$ cat src/rtl/tcam_pkg.sv
package tcam_pkg;
    parameter int TCAM_KEY_W   = 32;
    parameter int TCAM_ENTRIES = 16;
    localparam int TCAM_IDX_W  = $clog2(TCAM_ENTRIES);

    typedef struct packed {
        logic                  valid;
        logic [TCAM_KEY_W-1:0] value;
        logic [TCAM_KEY_W-1:0] mask;
    } rule_t;

    typedef struct packed {
        logic                  valid;
        logic                  hit;
        logic [TCAM_IDX_W-1:0] idx;
    } result_t;
endpackage

$ cat src/rtl/tcam_entry.sv
module tcam_entry
    import tcam_pkg::*;
(
    input  logic                  clk,
    input  logic                  rst_n,
    input  logic                  wr_en,
    input  logic [TCAM_KEY_W-1:0] wr_value,
    input  logic [TCAM_KEY_W-1:0] wr_mask,
    input  logic                  wr_valid,
    input  logic [TCAM_KEY_W-1:0] key,
    output logic                  match
);
    rule_t rule_d, rule_q;

    always_comb begin
        rule_d = rule_q;
        if (wr_en) begin
            rule_d.valid = wr_valid;
            rule_d.value = wr_value;
            rule_d.mask  = wr_mask;
        end
    end

    always_ff @(posedge clk) begin
        if (!rst_n) begin
            rule_q <= '0;
        end else begin
            rule_q <= rule_d;
        end
    end

    // Compare against the stored rule only, so a write this cycle is seen next cycle
    assign match = rule_q.valid && (((key ^ rule_q.value) & rule_q.mask) == '0);

    // a removed rule never reports a match
    assert_invalid_silent_R6: assert property (@(posedge clk) disable iff (!rst_n)
        !rule_q.valid |-> !match);

    // a write only changes the stored rule at the following edge
    assert_write_next_cycle_R7: assert property (@(posedge clk) disable iff (!rst_n)
        wr_en |=> (rule_q.valid == $past(wr_valid)) && (rule_q.value == $past(wr_value)));
endmodule

$ cat src/rtl/tcam_prio.sv
module tcam_prio
    import tcam_pkg::*;
(
    input  logic [TCAM_ENTRIES-1:0] req,
    output logic                    any,
    output logic [TCAM_IDX_W-1:0]   win
);
    // Scan from the top down so the lowest set index is the last one written
    always_comb begin
        any = 1'b0;
        win = '0;
        for (int i = TCAM_ENTRIES - 1; i >= 0; i--) begin
            if (req[i]) begin
                any = 1'b1;
                win = TCAM_IDX_W'(i);
            end
        end
    end
endmodule

$ cat src/rtl/tcam_classifier.sv
module tcam_classifier
    import tcam_pkg::*;
(
    input  logic                  clk,
    input  logic                  rst_n,
    input  logic                  cfg_we,
    input  logic [TCAM_IDX_W-1:0] cfg_idx,
    input  logic [TCAM_KEY_W-1:0] cfg_value,
    input  logic [TCAM_KEY_W-1:0] cfg_mask,
    input  logic                  cfg_valid,
    input  logic                  lookup_en,
    input  logic [TCAM_KEY_W-1:0] lookup_key,
    output logic                  res_valid,
    output logic                  res_hit,
    output logic [TCAM_IDX_W-1:0] res_idx
);
    logic [TCAM_ENTRIES-1:0] match_vec;
    logic                    any_match;
    logic [TCAM_IDX_W-1:0]   win_idx;
    result_t                 res_d, res_q;

    for (genvar g = 0; g < TCAM_ENTRIES; g++) begin : g_entry
        logic sel;
        assign sel = cfg_we && (cfg_idx == TCAM_IDX_W'(g));
        tcam_entry u_entry (
            .clk      (clk),
            .rst_n    (rst_n),
            .wr_en    (sel),
            .wr_value (cfg_value),
            .wr_mask  (cfg_mask),
            .wr_valid (cfg_valid),
            .key      (lookup_key),
            .match    (match_vec[g])
        );
    end

    tcam_prio u_prio (
        .req (match_vec),
        .any (any_match),
        .win (win_idx)
    );

    always_comb begin
        res_d = '0;
        if (lookup_en) begin
            res_d.valid = 1'b1;
            res_d.hit   = any_match;
            res_d.idx   = any_match ? win_idx : '0;
        end
    end

    always_ff @(posedge clk) begin
        if (!rst_n) begin
            res_q <= '0;
        end else begin
            res_q <= res_d;
        end
    end

    assign res_valid = res_q.valid;
    assign res_hit   = res_q.hit;
    assign res_idx   = res_q.idx;

    // every lookup yields a result one cycle later
    assert_latency_R3: assert property (@(posedge clk) disable iff (!rst_n)
        lookup_en |=> res_valid);

    // no lookup, empty result
    assert_idle_clear_R8: assert property (@(posedge clk) disable iff (!rst_n)
        !lookup_en |=> !res_valid && !res_hit && (res_idx == '0));

    // the reported entry did match in the lookup cycle
    assert_hit_is_match_R2: assert property (@(posedge clk) disable iff (!rst_n)
        res_hit |-> ((($past(match_vec) >> res_idx) & TCAM_ENTRIES'(1)) != '0));

    // no lower-indexed entry matched
    assert_lowest_wins_R4: assert property (@(posedge clk) disable iff (!rst_n)
        res_hit |-> (($past(match_vec) & ((TCAM_ENTRIES'(1) << res_idx) - TCAM_ENTRIES'(1))) == '0));

    // a miss means nothing matched and the index is zero
    assert_miss_zero_R5: assert property (@(posedge clk) disable iff (!rst_n)
        (res_valid && !res_hit) |-> (($past(match_vec) == '0) && (res_idx == '0)));
endmodule

$ cat config.mk
export PLATFORM = sky130hd
export DESIGN_NAME = tcam_classifier
export DESIGN_NICKNAME = d
export VERILOG_FILES = /design/src/rtl/tcam_pkg.sv /design/src/rtl/tcam_entry.sv /design/src/rtl/tcam_prio.sv /design/src/rtl/tcam_classifier.sv
export SDC_FILE = /design/constraint.sdc
export NUM_CORES = 2
export LEC_CHECK = 0
export BUFFER_PORTS_ARGS = -buffer_cell sky130_fd_sc_hd__buf_2
export CAP_MARGIN = 10
export CORE_UTILIZATION = 55
export DETAILED_ROUTE_END_ITERATION = 8
export HOLD_SLACK_MARGIN = 0.03
export PLACE_DENSITY = 0.74
export SYNTH_ARGS = -nofsm -noshare
export SYNTH_HDL_FRONTEND = slang
export SYNTH_HIERARCHICAL = 1
export SYNTH_SLANG_ARGS = --single-unit
$ cat constraint.sdc
create_clock -name clk -period 1.9 [get_ports clk]
set_input_delay 0.095 -clock clk [delete_from_list [all_inputs] [get_ports clk]]
set_output_delay 0.095 -clock clk [all_outputs]
set_load 0.02 [all_outputs]
==> run summary <==
outcome -> finished, violations left
failing checks -> hold timing, setup timing
area grow syn2layout -> 19.6%
R2R cell count -> 10
I/O Buffers -> 110
initial core utilization -> 55.6%
largest net degree at the start of global routing -> 114
leading area contributor after synthesis -> dfxtp_1
Worst Path Arrival -> 3060 ps
initial antenna violation count -> 9
antenna-violating nets left -> 0
hold path cells -> 2
ranking of synthesized cells by area -> dfxtp_1 (45%), mux2i_1 (22%), nor2b_1 (14%), xor2_1 (9.7%), a22oi_1 (2.1%)
Net Sw Power -> 11.1 mW
core area -> 0.0836 mm^2
final total power -> 48.2 mW
Pre-antenna DRT Iters -> 8
setup TNS -> -2550 ps
final setup margin -> -550 ps
Residual DRC -> 0
leakage -> 19.7 nW
Total Routing Usage GR -> 28.1%
routed wire length -> 122000 um
register area share after synthesis -> 45.1%
# hold bufs at CTS -> 68
Synth Area in Adders -> 0%
Post-Syn Area -> 0.0464 mm^2
Net Sw Frac -> 22.9%
commonest cells after routing, fill and taps aside -> dfxtp_1 (1042), nor2b_1 (1041), mux2i_1 (1040)
H-tree levels -> 3
Row Count -> 106
startpoint type of the worst setup path -> flip-flop
Layout fillers -> 6462
PD cells -> 869 mW/mm^2
final core occ -> 66.4%
Fmax -> 0.408 GHz
worst skew pair latency -> 660 ps
Cell Int Power -> 37.2 mW
Final Skew -> 29.6 ps
Worst Setup End Kind -> flip-flop
Synth cell types -> 31
Yosys top cell area share -> 45.1%
Max-cap violations -> 0
DIE WIDTH -> 293 um
most common cell after layout, fill and taps aside -> dfxtp_1
IO Count -> 111
syn_area_per_cell -> 10.9 um^2
vias per cell -> 5.41
Avg WL per Cell -> 21.0 um
total grt overflow -> 0
Worst-Margin Slew -> 538 ps
GPL Wtd Cong -> 0.888
Combinational Power Share -> 7.8%
first-pass GRT wire length -> 188000 um
ratio of cells with drive above 1 in the final layout -> 14.3%
complex-gate fraction of the synthesized area -> 4.78%
Final Hold Viols -> 5
Die Ht -> 293 um
Yosys warning count -> 6
data required time of the worst path -> 2510 ps
simple-gate share of the synthesized area -> 15.9%
sequential group share of total power -> 46.4%
TritonCTS clock tree -> built
final-report setup violation count -> 5
final period utilization -> 129%
largest family of logic cells by synthesized area -> multiplexers
WS Path Type -> flip-flop to flip-flop
DR iter-0 viols -> 1947
slew margin rel. -> 64.1%
syn_nets -> 4365
mux cell area share after synthesis -> 22.4%
Final Max Tran Viols -> 0
CTS Root Cell -> clkbuf_16
via count -> 31412
CTS Buf Count -> 109
type of the worst min-delay path -> input port to flip-flop
Clock Sinks -> 1046
clock share of power -> 45.8%
RSZ-0062 raised after global routing -> true
Seq cells post-synth -> 1046
Gate Count Post-Synth -> 4260
Critical Path Fanout Max -> 3
Post-DP HPWL -> 79900 um
min cycle time layout -> 2450 ps
maximum VDD drop -> 0.710 mV
clk slew on worst S/H paths -> 60 ps
post-synthesis xor/xnor area fraction -> 9.66%
Bufs on Longest Clock Path -> 3
die area -> 0.0856 mm^2
Nets -> 4740
vias in the first global route -> 31353
Hold Slack -> -176 ps
==> layer usage <==
| layer | part of all wire, % | track usage [%] |
|---|---|---|
| met5 | 0.0066 | 0 |
| met4 | 2.9 | 8.87 |
| met3 | 3.0 | 3.29 |
| met2 | 46 | 45.8 |
| met1 | 48 | 38.7 |
==> power groups by stage <==
stage	sequential [mW]	clock (mW)	combinational (mW)
CTS	22.4	22.4	3.72
global placement	22.9	0	3.54
global route	22.4	23.3	3.95
detailed placement	22.9	0	3.56
floorplan	22.8	0	1.75
finish	22.4	22.1	3.74
==> path summary, 6_finish.rpt <==
kind	startpoint	end	slack [ps]
worst min-delay path	lookup_en	res_hit$_SDFF_PN0_	-180
worst min register to register	g_entry[10].u_entry/rule_q[25]$_SDFFE_PN0P_	g_entry[10].u_entry/rule_q[25]$_SDFFE_PN0P_	520
worst max-delay path	g_entry[13].u_entry/rule_q[62]$_SDFFE_PN0P_	res_idx[0]$_SDFF_PN0_	-550
worst max register to register	g_entry[13].u_entry/rule_q[62]$_SDFFE_PN0P_	res_idx[0]$_SDFF_PN0_	-550
==> per-stage QoR <==
| stage | worst slack [ps] | instances | instance area (um^2) |
|---|---|---|---|
| 4_1_cts | -509 | 5802 | 55500 |
| 5_1_grt | -625 | 5804 | 55500 |
| 2_1_floorplan | -68.2 | 4260 | 46500 |
| 3_3_place_gp | -720 | 5535 | 51000 |
| 3_5_place_dp | -747 | 5535 | 51000 |
| 6_report | -550 | 5805 | 55500 |
==> worst max-delay path, cell delays in order, from the launching register on <==
cell,delay (ps)
dfxtp_1,320
xor2_1,150
a22o_1,270
a221oi_2,250
nand3_2,160
buf_6,180
nor4_4,300
a21oi_1,70
o311a_2,350
o22ai_1,190
and2_1,150
==> flip-flops by register name (all words and copies together) (netlist names) <==
name and count:
res_idx 4, g_entry.u_entry/rule_q 1040, res_hit 1, res_valid 1
==> kinds of logic (layout without fill, tap and decap cells) <==
family,after synthesis,after routing
DFF,1046,1046
AOI/OAI and AO/OA,249,249
xor gates and xnor gates,512,512
buffers and inverters,227,689
muxes,1040,1040
other,0,3
and+or+nand+nor,1186,1186
==> synth_stat cells <==
library cell / count
clkbuf_1: 112
a221oi_1: 16
a31oi_1: 1
nand4_1: 33
nand3b_1: 2
xor2_1: 512
nor3b_1: 1
a221oi_2: 32
o311a_2: 1
nand2b_1: 2
nor4_2: 18
inv_1: 3
nor2b_1: 1041
o22ai_1: 1
and3_1: 2
nor3_1: 5
a21oi_1: 4
a22oi_1: 128
a222oi_1: 16
nor3_2: 1
mux2i_1: 1040
and2_1: 5
or3b_4: 1
a22o_1: 48
o31ai_1: 1
nand3_1: 34
dfxtp_1: 1046
nor2_1: 19
buf_2: 112
nand2_1: 22
o21ai_0: 1
==> layout make-up <==
| class | count | area (um^2) | area share (%) |
|---|---|---|---|
| antenna | 3 | 7.51 | 0.0135 |
| clock buffer | 165 | 3270 | 5.89 |
| clock inverter | 33 | 458 | 0.825 |
| inverter | 3 | 11.3 | 0.0203 |
| multi-input combinational | 2987 | 24800 | 44.6 |
| sequential | 1046 | 20900 | 37.7 |
| tap | 1080 | 1350 | 2.43 |
| timing repair buffer | 488 | 4720 | 8.50 |
==> what timing repair did <==
action	in CTS	in global routing
endpoints found under the setup margin	5	5
setup buffers	1	0
resized for setup	15	3
pin swaps	9	5
endpoints found under the hold margin	1044	5
Note: power is estimated with default switching activity, not from simulation.
